[src/rtl/i2c_mtx_pkg.sv]
package i2c_mtx_pkg;
  typedef enum logic [3:0] {
    ST_IDLE,
    ST_WAIT,
    ST_LOW,
    ST_RISE,
    ST_HIGH,
    ST_HOLD,
    ST_C_LOW,
    ST_C_RISE,
    ST_C_HIGH,
    ST_C_TAIL
  } state_e;
endpackage

[src/rtl/i2c_mtx_cond_det.sv]
module i2c_mtx_cond_det (
  input  logic clk_i,
  input  logic rst_ni,
  input  logic scl_i,
  input  logic sda_i,
  output logic start_o,
  output logic stop_o
);
  logic scl_q, sda_q;

  always_ff @(posedge clk_i or negedge rst_ni) begin
    if (!rst_ni) begin
      scl_q <= 1'b1;
      sda_q <= 1'b1;
    end else begin
      scl_q <= scl_i;
      sda_q <= sda_i;
    end
  end

  assign start_o = scl_q & scl_i & sda_q & ~sda_i;
  assign stop_o  = scl_q & scl_i & ~sda_q & sda_i;
endmodule

[src/rtl/i2c_mtx_timer.sv]
module i2c_mtx_timer #(
  parameter int DIV = 4,
  localparam int CW = $clog2(DIV + 1)
) (
  input  logic clk_i,
  input  logic rst_ni,
  input  logic load_i,
  output logic done_o
);
  logic [CW-1:0] cnt_q;

  always_ff @(posedge clk_i or negedge rst_ni) begin
    if (!rst_ni)              cnt_q <= '0;
    else if (load_i)          cnt_q <= CW'(DIV - 1);
    else if (cnt_q != '0)     cnt_q <= cnt_q - 1'b1;
  end

  assign done_o = (cnt_q == '0);
endmodule

[src/rtl/i2c_mtx_flags.sv]
module i2c_mtx_flags (
  input  logic clk_i,
  input  logic rst_ni,
  input  logic btf_set_i,
  input  logic btf_clr_i,
  input  logic berr_set_i,
  input  logic af_set_i,
  input  logic arl_set_i,
  input  logic sr2_rd_i,
  input  logic ien_i,
  output logic btf_o,
  output logic berr_o,
  output logic af_o,
  output logic arl_o,
  output logic evf_o,
  output logic irq_o
);
  logic btf_q, berr_q, af_q, arl_q;

  // set wins over a same-cycle clear
  always_ff @(posedge clk_i or negedge rst_ni) begin
    if (!rst_ni) begin
      btf_q  <= 1'b0;
      berr_q <= 1'b0;
      af_q   <= 1'b0;
      arl_q  <= 1'b0;
    end else begin
      btf_q  <= btf_set_i | (btf_q & ~btf_clr_i);
      berr_q <= berr_set_i | (berr_q & ~sr2_rd_i);
      af_q   <= af_set_i | (af_q & ~sr2_rd_i);
      arl_q  <= arl_set_i | (arl_q & ~sr2_rd_i);
    end
  end

  assign btf_o  = btf_q;
  assign berr_o = berr_q;
  assign af_o   = af_q;
  assign arl_o  = arl_q;
  assign evf_o  = btf_q | berr_q | af_q | arl_q;
  assign irq_o  = ien_i & evf_o;

  a_r9_af_sticky: assert property (@(posedge clk_i) disable iff (!rst_ni)
    (af_q && !sr2_rd_i) |=> af_q);
  a_r11_sr2_clears: assert property (@(posedge clk_i) disable iff (!rst_ni)
    (sr2_rd_i && !af_set_i && !berr_set_i && !arl_set_i) |=> (!af_q && !berr_q && !arl_q));
endmodule

[src/rtl/i2c_mtx_fsm.sv]
module i2c_mtx_fsm
  import i2c_mtx_pkg::*;
#(
  parameter int DW = 8,
  localparam int BW = $clog2(DW + 1)
) (
  input  logic          clk_i,
  input  logic          rst_ni,
  input  logic          scl_i,
  input  logic          sda_i,
  input  logic          start_det_i,
  input  logic          stop_det_i,
  input  logic          tmr_done_i,
  input  logic          addr_done_i,
  input  logic          sr1_rd_i,
  input  logic          dr_wr_i,
  input  logic [DW-1:0] dr_wdata_i,
  input  logic          start_req_i,
  input  logic          stop_req_i,
  output logic          tmr_load_o,
  output logic          scl_oe_o,
  output logic          sda_oe_o,
  output logic          msl_o,
  output logic          busy_o,
  output logic          btf_set_o,
  output logic          btf_clr_o,
  output logic          berr_set_o,
  output logic          af_set_o,
  output logic          arl_set_o
);
  state_e        st_q, st_d;
  logic [DW-1:0] sh_q, sh_d;
  logic [BW-1:0] bit_q, bit_d;
  logic          scl_oe_q, scl_oe_d, sda_oe_q, sda_oe_d;
  logic          msl_q, msl_d, busy_q, busy_d;
  logic          stop_pend_q, stop_pend_d, cond_q, cond_d, nack_q, nack_d;
  logic          sr1_seen_q;
  logic          in_frame, early, ack_pulse, any_cond;

  assign in_frame  = (st_q == ST_LOW) || (st_q == ST_RISE) || (st_q == ST_HIGH);
  assign early     = bit_q < BW'(2);
  assign ack_pulse = bit_q == BW'(DW);
  assign any_cond  = start_det_i | stop_det_i;

  always_comb begin
    st_d        = st_q;
    sh_d        = sh_q;
    bit_d       = bit_q;
    scl_oe_d    = scl_oe_q;
    sda_oe_d    = sda_oe_q;
    msl_d       = msl_q;
    cond_d      = cond_q;
    nack_d      = nack_q;
    stop_pend_d = stop_pend_q | (stop_req_i & msl_q);
    tmr_load_o  = 1'b0;
    btf_set_o   = 1'b0;
    btf_clr_o   = 1'b0;
    berr_set_o  = 1'b0;
    af_set_o    = 1'b0;
    arl_set_o   = 1'b0;

    if (in_frame && early && any_cond) busy_d = 1'b0;
    else if (start_det_i)              busy_d = 1'b1;
    else if (stop_det_i)               busy_d = 1'b0;
    else                               busy_d = busy_q;

    unique case (st_q)
      ST_IDLE: begin
        scl_oe_d = 1'b0;
        sda_oe_d = 1'b0;
        if (addr_done_i) begin
          msl_d       = 1'b1;
          scl_oe_d    = 1'b1;
          stop_pend_d = 1'b0;
          st_d        = ST_WAIT;
        end
      end
      ST_WAIT: begin
        if (dr_wr_i && sr1_seen_q) begin
          sh_d       = dr_wdata_i;
          bit_d      = '0;
          tmr_load_o = 1'b1;
          btf_clr_o  = 1'b1;
          st_d       = ST_LOW;
        end
      end
      ST_LOW: begin
        sda_oe_d = ack_pulse ? 1'b0 : ~sh_q[DW-1];
        if (tmr_done_i) begin
          scl_oe_d = 1'b0;
          st_d     = ST_RISE;
        end
      end
      ST_RISE: begin
        if (scl_i) begin
          tmr_load_o = 1'b1;
          st_d       = ST_HIGH;
          if (ack_pulse) begin
            nack_d   = sda_i;
            af_set_o = sda_i;
          end else if (sh_q[DW-1] && !sda_i) begin
            arl_set_o   = 1'b1;
            msl_d       = 1'b0;
            sda_oe_d    = 1'b0;
            stop_pend_d = 1'b0;
            st_d        = ST_IDLE;
          end
        end
      end
      ST_HIGH: begin
        if (ack_pulse && nack_q) af_set_o = 1'b1;
        if (tmr_done_i) begin
          if (!ack_pulse) begin
            scl_oe_d   = 1'b1;
            sh_d       = sh_q << 1;
            bit_d      = bit_q + 1'b1;
            tmr_load_o = 1'b1;
            st_d       = ST_LOW;
          end else if (nack_q) begin
            st_d = ST_HOLD;
          end else begin
            btf_set_o = 1'b1;
            scl_oe_d  = 1'b1;
            if (stop_pend_q) begin
              cond_d      = 1'b0;
              stop_pend_d = 1'b0;
              tmr_load_o  = 1'b1;
              st_d        = ST_C_LOW;
            end else begin
              st_d = ST_WAIT;
            end
          end
        end
      end
      ST_HOLD: begin
        scl_oe_d    = 1'b0;
        stop_pend_d = 1'b0;
        if (start_req_i || stop_req_i) begin
          cond_d     = start_req_i;
          scl_oe_d   = 1'b1;
          tmr_load_o = 1'b1;
          st_d       = ST_C_LOW;
        end
      end
      ST_C_LOW: begin
        sda_oe_d = ~cond_q;
        if (tmr_done_i) begin
          scl_oe_d = 1'b0;
          st_d     = ST_C_RISE;
        end
      end
      ST_C_RISE: begin
        if (scl_i) begin
          tmr_load_o = 1'b1;
          st_d       = ST_C_HIGH;
        end
      end
      ST_C_HIGH: begin
        if (tmr_done_i) begin
          sda_oe_d   = cond_q;
          tmr_load_o = 1'b1;
          st_d       = ST_C_TAIL;
        end
      end
      ST_C_TAIL: begin
        if (tmr_done_i) begin
          if (cond_q) begin
            scl_oe_d = 1'b1;
            st_d     = ST_WAIT;
          end else begin
            msl_d = 1'b0;
            st_d  = ST_IDLE;
          end
        end
      end
      default: st_d = ST_IDLE;
    endcase

    // misplaced condition inside pulses 3..9 aborts the frame
    if (in_frame && !early && any_cond) begin
      berr_set_o = 1'b1;
      btf_set_o  = 1'b0;
      scl_oe_d   = 1'b0;
      sda_oe_d   = sda_oe_q;
      tmr_load_o = 1'b0;
      st_d       = ST_HOLD;
    end
  end

  always_ff @(posedge clk_i or negedge rst_ni) begin
    if (!rst_ni) begin
      st_q        <= ST_IDLE;
      sh_q        <= '0;
      bit_q       <= '0;
      scl_oe_q    <= 1'b0;
      sda_oe_q    <= 1'b0;
      msl_q       <= 1'b0;
      busy_q      <= 1'b0;
      stop_pend_q <= 1'b0;
      cond_q      <= 1'b0;
      nack_q      <= 1'b0;
      sr1_seen_q  <= 1'b0;
    end else begin
      st_q        <= st_d;
      sh_q        <= sh_d;
      bit_q       <= bit_d;
      scl_oe_q    <= scl_oe_d;
      sda_oe_q    <= sda_oe_d;
      msl_q       <= msl_d;
      busy_q      <= busy_d;
      stop_pend_q <= stop_pend_d;
      cond_q      <= cond_d;
      nack_q      <= nack_d;
      if (dr_wr_i)       sr1_seen_q <= 1'b0;
      else if (sr1_rd_i) sr1_seen_q <= 1'b1;
    end
  end

  assign scl_oe_o = scl_oe_q;
  assign sda_oe_o = sda_oe_q;
  assign msl_o    = msl_q;
  assign busy_o   = busy_q;

  a_r4_sda_quiet_high: assert property (@(posedge clk_i) disable iff (!rst_ni)
    (st_q == ST_HIGH && $past(st_q) == ST_HIGH) |-> $stable(sda_oe_q));
  a_r10_arl_to_slave: assert property (@(posedge clk_i) disable iff (!rst_ni)
    arl_set_o |=> (!msl_q && !scl_oe_q && !sda_oe_q));
  a_r3_wait_for_write: assert property (@(posedge clk_i) disable iff (!rst_ni)
    (st_q == ST_WAIT && !dr_wr_i) |=> (st_q == ST_WAIT && scl_oe_q));
endmodule

[src/rtl/i2c_mtx.sv]
module i2c_mtx #(
  parameter int DW  = 8,
  parameter int DIV = 4
) (
  input  logic          clk_i,
  input  logic          rst_ni,
  input  logic          scl_i,
  input  logic          sda_i,
  output logic          scl_oe_o,
  output logic          sda_oe_o,
  input  logic          addr_done_i,
  input  logic          sr1_rd_i,
  input  logic          sr2_rd_i,
  input  logic          dr_wr_i,
  input  logic [DW-1:0] dr_wdata_i,
  input  logic          start_req_i,
  input  logic          stop_req_i,
  input  logic          ien_i,
  output logic          evf_o,
  output logic          btf_o,
  output logic          berr_o,
  output logic          af_o,
  output logic          arl_o,
  output logic          busy_o,
  output logic          msl_o,
  output logic          irq_o
);
  logic start_det, stop_det, tmr_load, tmr_done;
  logic btf_set, btf_clr, berr_set, af_set, arl_set;

  initial begin
    assert (DIV >= 2) else $error("DIV must be at least 2");
  end

  i2c_mtx_cond_det u_det (
    .clk_i   (clk_i),
    .rst_ni  (rst_ni),
    .scl_i   (scl_i),
    .sda_i   (sda_i),
    .start_o (start_det),
    .stop_o  (stop_det)
  );

  i2c_mtx_timer #(.DIV(DIV)) u_tmr (
    .clk_i  (clk_i),
    .rst_ni (rst_ni),
    .load_i (tmr_load),
    .done_o (tmr_done)
  );

  i2c_mtx_fsm #(.DW(DW)) u_fsm (
    .clk_i       (clk_i),
    .rst_ni      (rst_ni),
    .scl_i       (scl_i),
    .sda_i       (sda_i),
    .start_det_i (start_det),
    .stop_det_i  (stop_det),
    .tmr_done_i  (tmr_done),
    .addr_done_i (addr_done_i),
    .sr1_rd_i    (sr1_rd_i),
    .dr_wr_i     (dr_wr_i),
    .dr_wdata_i  (dr_wdata_i),
    .start_req_i (start_req_i),
    .stop_req_i  (stop_req_i),
    .tmr_load_o  (tmr_load),
    .scl_oe_o    (scl_oe_o),
    .sda_oe_o    (sda_oe_o),
    .msl_o       (msl_o),
    .busy_o      (busy_o),
    .btf_set_o   (btf_set),
    .btf_clr_o   (btf_clr),
    .berr_set_o  (berr_set),
    .af_set_o    (af_set),
    .arl_set_o   (arl_set)
  );

  i2c_mtx_flags u_flags (
    .clk_i      (clk_i),
    .rst_ni     (rst_ni),
    .btf_set_i  (btf_set),
    .btf_clr_i  (btf_clr),
    .berr_set_i (berr_set),
    .af_set_i   (af_set),
    .arl_set_i  (arl_set),
    .sr2_rd_i   (sr2_rd_i),
    .ien_i      (ien_i),
    .btf_o      (btf_o),
    .berr_o     (berr_o),
    .af_o       (af_o),
    .arl_o      (arl_o),
    .evf_o      (evf_o),
    .irq_o      (irq_o)
  );

  a_r6_berr_frees_scl: assert property (@(posedge clk_i) disable iff (!rst_ni)
    $rose(berr_o) |-> !scl_oe_o);
  a_r4_btf_holds_scl: assert property (@(posedge clk_i) disable iff (!rst_ni)
    $rose(btf_o) |-> scl_oe_o);
  a_r8_af_frees_scl: assert property (@(posedge clk_i) disable iff (!rst_ni)
    $rose(af_o) |=> !scl_oe_o);
endmodule

[config.mk]
export PLATFORM = sky130hd
export DESIGN_NAME = i2c_mtx
export DESIGN_NICKNAME = d
export VERILOG_FILES = /design/src/rtl/i2c_mtx_pkg.sv /design/src/rtl/i2c_mtx_cond_det.sv /design/src/rtl/i2c_mtx_timer.sv /design/src/rtl/i2c_mtx_flags.sv /design/src/rtl/i2c_mtx_fsm.sv /design/src/rtl/i2c_mtx.sv
export SDC_FILE = /design/constraint.sdc
export NUM_CORES = 1
export LEC_CHECK = 0
export ABC_CLOCK_PERIOD_IN_PS = 4000
export BUFFER_PORTS_ARGS = -buffer_cell sky130_fd_sc_hd__buf_2
export CAP_MARGIN = 0
export CORE_MARGIN = 2
export CORE_UTILIZATION = 31
export CTS_CLUSTER_DIAMETER = 50
export DETAILED_ROUTE_END_ITERATION = 10
export GPL_ROUTABILITY_DRIVEN = 0
export GPL_TIMING_DRIVEN = 0
export PLACE_DENSITY = 0.57
export SKIP_CTS_REPAIR_TIMING = 1
export SLEW_MARGIN = 15
export SYNTH_ARGS = -nofsm -noshare
export SYNTH_HDL_FRONTEND = slang
export SYNTH_SLANG_ARGS = --single-unit
[constraint.sdc]
create_clock -name clk_i -period 4 [get_ports clk_i]
set_clock_uncertainty 0.15 [all_clocks]
set_input_delay 0.4 -clock clk_i [delete_from_list [all_inputs] [get_ports clk_i]]
set_output_delay 0.4 -clock clk_i [all_outputs]
set_load 0.005 [all_outputs]
# Word level (Yosys, flattened, before mapping)
# Cells that the tools add are included.
totals:
  register_bits: 33
  in_bits: 19
  output_inout_bits: 10
  wordCells: 209
op_classes:
  add_sub_neg: 2
  n_lt_le_gt_ge: 1
  n_eq_ne: 37
  n_mux: 92
  bitwise_logic: 27
  n_reduce_logical: 32
op_table:
  columns: ["operator", "count"]
  rows:
  - ["2-to-1 mux 4 bit", 17]
  - ["2-to-1 mux 1 bit", 58]
  - ["case mux 4 bit (10 select lines)", 1]
  - ["2-to-1 mux 8 bit", 3]
  - ["!= test 2 bit (second input constant)", 10]
  - ["AND reduction 6 bit", 3]
  - ["equality test 4 x 3 -> 1 bit (second input constant)", 4]
  - ["case mux 8 bit (2 select lines)", 1]
  - ["!= test 3 x 2 -> 1 bit (second input constant)", 5]
  - ["case mux 1 bit (5 select lines)", 3]
  - ["equality test 4 bit (second input constant)", 3]
  - ["2-to-1 mux 3 bit", 4]
  - ["!= test 3 x 1 -> 1 bit (second input constant)", 4]
  - ["bitwise AND 1 bit", 11]
  - ["AND reduction 10 bit", 1]
  - ["!= test 3 bit (second input constant)", 3]
  - ["OR 1 bit", 9]
  - ["nonzero test 3 bit", 3]
  - ["equality test 4 x 2 -> 1 bit (second input constant)", 2]
  - ["!= test 2 x 1 -> 1 bit (second input constant)", 4]
  - ["case mux 4 bit (2 select lines)", 1]
  - ["nonzero test 2 bit", 4]
  - ["logical AND 1 bit", 7]
  - ["inverter 1 bit", 7]
  - ["other kinds (18)", 23]

# Depth between registers and ports, before layout
logic_depth:
  word_depth: 7
  depth_mapped: 9
  depth_no_buf: 8

# By module
# Synthesis repeated with hierarchy kept, for this count alone.
unflattened:
  cells_unflattened: 232
  area_unflattened_um2: 2104.5
modules_own_cells:
  columns: ["module", "n_inst", "cells_each", "area_per_inst_um2", "seq_area_each_um2"]
  rows:
  - ["i2c_mtx_fsm", 1, 199, 1691.6, 600.6]
  - ["i2c_mtx_timer", 1, 17, 181.4, 75.1]
  - ["i2c_mtx_flags", 1, 12, 158.9, 100.1]
  - ["i2c_mtx_cond_det", 1, 4, 72.6, 52.6]

# Least setup slack after synthesis
# Ideal clock, no wire load.
synth_timing:
  path_type: "register to register"
  startpoint: "reg u_tmr.cnt_q[0]"
  endpoint: "reg u_fsm.st_q[2]"
  setup_time_ns: 0.125
  arrival_ns: 1.852
  required_time_ns: 3.725
  path_slack_ns: 1.873
  stages_incl_launch_ff: 9
  path_buffers: 0
  period_less_slack_ns: 2.127
  path_cell_list: "dfrtp_1 -> inv_1 -> ha_1 -> ha_1 -> and3b_1 -> o21ai_0 -> o311ai_1 -> nor2_1 -> mux2_2"
synth_via:
  elab_chain_len: 3
  word_cells_on_any_way: 7
  classes_between: "eq/ne (5); reduce/logical (2)"
synth_rtl:
  columns: ["element", "line", "source"]
  rows:
  - ["start, declared", "i2c_mtx_timer.sv:10", "logic [CW-1:0] cnt_q;"]
  - ["start signal, assigned", "i2c_mtx_timer.sv:14", "else if (load_i) cnt_q <= CW'(DIV - 1);"]
  - ["start signal, assigned", "i2c_mtx_timer.sv:15", "else if (cnt_q != '0) cnt_q <= cnt_q - 1'b1;"]
  - ["zero test 3 bit (*)", "i2c_mtx_timer.sv:18", "assign done_o = (cnt_q == '0);"]
  - ["!= test 3 bit (no line) / != test 3 x 2 -> 1 bit (equally long branches)", null, null]
  - ["AND reduction 10 bit (no line) (*)", null, null]
  - ["end signal, assigned", "i2c_mtx_fsm.sv:204", "st_q <= st_d;"]
  - ["end, declared", "i2c_mtx_fsm.sv:31", "state_e st_q, st_d;"]
# Every way passes the cells marked *; elsewhere a longest branch is shown, timed or not.
# A chain may end at the register's enable or synchronous reset.

# Worst setup path after layout
# Same ends and word-level chain as after synthesis.

==> results.py <==
metrics = {
    "status": {
        "status": "finished clean",
    },
    "finish": {
        "layout.nets": 303,
        "layoutNonFillerInstCount": 361,
        "antenna_cells": 0,
        "drive_above_1_share": 0.217,
        "area_growth_syn_to_layout_pct": 16.7,
    },
    "setup_path": {
        "crit_chain": "inv_1, ha_1, ha_1, and3b_1, o21ai_0, o311ai_1, nor2_1, mux2_2",
        "start_kind": "flop",
        "cp_data_arrival_time_ps": 2510,
        "critPathSlowestCell": "dfrtp_1",
        "startpoint": "u_tmr.cnt_q[0]",
        "cp_slowest_stage_delay_ps": 390,
        "cpMostUsedCell": "ha_1",
        "required_ps": 4030,
        "critPathMaxFanout": 4,
        "worstReg2RegStart": "u_tmr.cnt_q[0]",
        "endpoint_kind": "flop",
        "crit_type": "flop to flop",
    },
    "power_and_ir_drop": {
        "power.density_mw_per_mm2": 704,
        "vdd_drop_max_v": 0.000229,
        "finalPower_mw": 1.75,
        "leakage_nw": 1.09,
        "pwr-share-seq": 0.303,
        "p_clk_frac": 0.188,
        "combPwrFrac": 0.509,
        "internal_power_mw": 1.04,
        "p_sw_frac": 0.409,
        "switching_power_mw": 0.717,
    },
    "synth": {
        "ys_ff_latch": 33,
        "ys.flop_type": "dfrtp_1",
        "ys_types": 60,
        "synthCells": 245,
        "synth_area_leaders": "dfrtp_1 (36%), nand2_1 (5.8%), o21ai_0 (4.2%)",
        "yosys_warnings": 0,
        "yosysSeqAreaShare": 0.388,
        "ys_async_sr_fraction": 1.00,
        "synth.largest_area_cell": "dfrtp_1",
        "syn_avg_cell_area_um2": 8.71,
        "netlist_area_mm2": 0.00213,
        "synth-edff-count": 0,
        "syn_nets": 268,
        "synth_top_area_share": 0.363,
    },
    "grt": {
        "first_global_vias": 1896,
        "grt-ovfl-total": 0,
        "antenna_found_initial": 0,
        "grt_pass1_wl_um": 9240,
        "grt_max_degree": 34,
        "grt_usage": 0.155,
    },
    "floorplan": {
        "die_w_um": 87.0,
        "start_util": 0.318,
        "core_area_mm2": 0.00672,
        "die_y_um": 87.0,
        "dieArea_mm2": 0.00757,
        "boundaryPins": 29,
        "num_rows": 30,
    },
    "placed_design": {
        "dp_hpwl_um": 3930,
        "io_buffer_count": 28,
        "dpl.cell_count": 353,
    },
    "job": {
        "max_cap_viol_count": 0,
    },
    "timing": {
        "finalHoldViolations": 0,
        "hold_slack_ps": 30.0,
        "fin_crit_sh": 0.621,
        "worst_pin_slew_ps": 760,
        "rsz0062_at_grt": "no",
        "period_needed_ps": 2480,
        "tns_ps": 0,
        "drv_slew": 0,
        "max_freq_ghz": 0.403,
        "slew_headroom": 0.493,
        "finalSetupViolations": 0,
    },
    "detailed_routing": {
        "via_per_inst": 5.42,
        "drtIter0Drc": 159,
        "routed_wl_um": 5500,
        "drc_errors": 0,
        "wl_per_cell_um": 15.2,
        "dr.pass1.iters": 4,
        "route.vias.total": 1956,
        "ant_nets": 0,
    },
    "clock_network": {
        "cts.sinks": 33,
        "cts_tree": "done",
        "htreeDepth": 2,
        "clockBufferDepth": 2,
        "clock_latency_ps": 290,
        "cts.clk_slew.worst_paths_ps": 70,
        "root_buffer": "clkbuf_8",
        "numCtsBuffers": 5,
    },
    "worst_hold_path": {
        "hold_class": "input port to async pin",
    },
}
critical path: cells and delay by family (launching register included):
family,cells,cell delay (ps)
AO/OA/AOI/OAI,2,470
adder cells (fa/ha/maj),2,380
buffers and inverters,1,60
flip-flops,1,390
multiplexers,1,380
AND/OR/NAND/NOR,2,550
through the flow:
| stage | worst slack [ps] | area (um^2) | utilization |
|---|---|---|---|
| 3_5_place_dp | 1580 | 2370 | 0.353 |
| 6_report | 1520 | 2490 | 0.371 |
| 3_3_place_gp | 1580 | 2370 | 0.353 |
| 4_1_cts | 1550 | 2490 | 0.371 |
| 5_1_grt | 1360 | 2490 | 0.371 |
| 2_1_floorplan | 1870 | 2130 | - |
layer usage:
layer,track usage,part of all wire,vias up
li1,-,-,949
met1,0.210,0.45,911
met2,0.231,0.44,82
met3,0.0398,0.080,14
met4,0.0682,0.027,0
met5,0,0,-
worst paths after layout:
kind	slack [ps]	end	cells after the start
hold / removal	30	u_tmr.cnt_q[1]	1
setup / recovery	1520	u_fsm.st_q[2]	8
min in group clk_i	130	u_det.sda_q	1
setup reg to reg	1520	u_fsm.st_q[2]	8
max in group asynchronous	3190	u_fsm.sda_oe_o	1
hold reg to reg	350	u_fsm.scl_oe_o	1
power by group through the flow:
stage | Clock [mW] | Combinational, mW | Sequential (mW)
finish | 0.330 | 0.893 | 0.531
global route | 0.356 | 0.989 | 0.547
floorplan | 0 | 0.680 | 0.512
detailed placement | 0 | 0.875 | 0.533
CTS | 0.339 | 0.884 | 0.528
global placement | 0 | 0.876 | 0.532
cell usage in the layout, fill, tap and decap left out, types with 2 or more instances in the layout:
cell type / count
a31oi_1: 2
o311ai_1: 2
nor4_1: 2
buf_4: 2
buf_2: 33
o32ai_1: 2
a211oi_1: 3
xor2_1: 5
nor2b_1: 6
nor2_1: 24
clkbuf_1: 8
nand3_1: 5
a21o_1: 2
clkbuf_8: 6
and3b_1: 2
nor3_1: 9
inv_1: 13
nand4_1: 2
and2_1: 3
o22a_1: 2
nand2b_1: 5
ha_1: 4
mux2i_1: 2
a21oi_1: 10
nand3b_1: 2
nand2_1: 33
mux2_2: 3
o21ai_0: 18
dfrtp_1: 31
dfstp_2: 2
o221a_2: 6
o22ai_1: 2
state kept, by name, indices dropped and copies added, names as in the netlist, 3 cells and up:
register     flops
u_tmr.cnt_q      3
u_fsm.sh_q       8
u_fsm.bit_q      4
u_fsm.st_q       4
synth_stat cells (3+ instances only):
cell and instances:
nand3_1 5, clkbuf_1 7, nor2_1 24, a21oi_1 10, nor3_1 9, ha_1 4, buf_2 5, nand2b_1 5
dfrtp_1 31, xor2_1 5, o221a_2 6, nand2_1 33, nor2b_1 6, a211oi_1 3, inv_1 13, o21ai_0 18
and2_1 3, mux2_2 3
cell families (layout without fill, tap and decap cells):
kind of cell | after synthesis | after routing | synth area share
adder cells (fa/ha/maj) | 5 | 5 | 0.0281
XOR/XNOR | 6 | 6 | 0.0246
flip-flops | 33 | 33 | 0.388
AO/OA/AOI/OAI | 63 | 63 | 0.223
multiplexers | 5 | 5 | 0.0252
buffers and inverters | 29 | 65 | 0.0610
AND/OR/NAND/NOR | 104 | 104 | 0.250
area by class of cell:
class                      count  area [um^2]
buffer                        16         81.3
clock buffer                   7         86.3
clock inverter                 1         30.0
fill                         688         4230
inverter                      13         48.8
multi-input combinational    183         1180
sequential                    33          828
tap                           80          100
timing repair buffer          28          140
No activity file was read; power rests on OpenSTA's default activity.
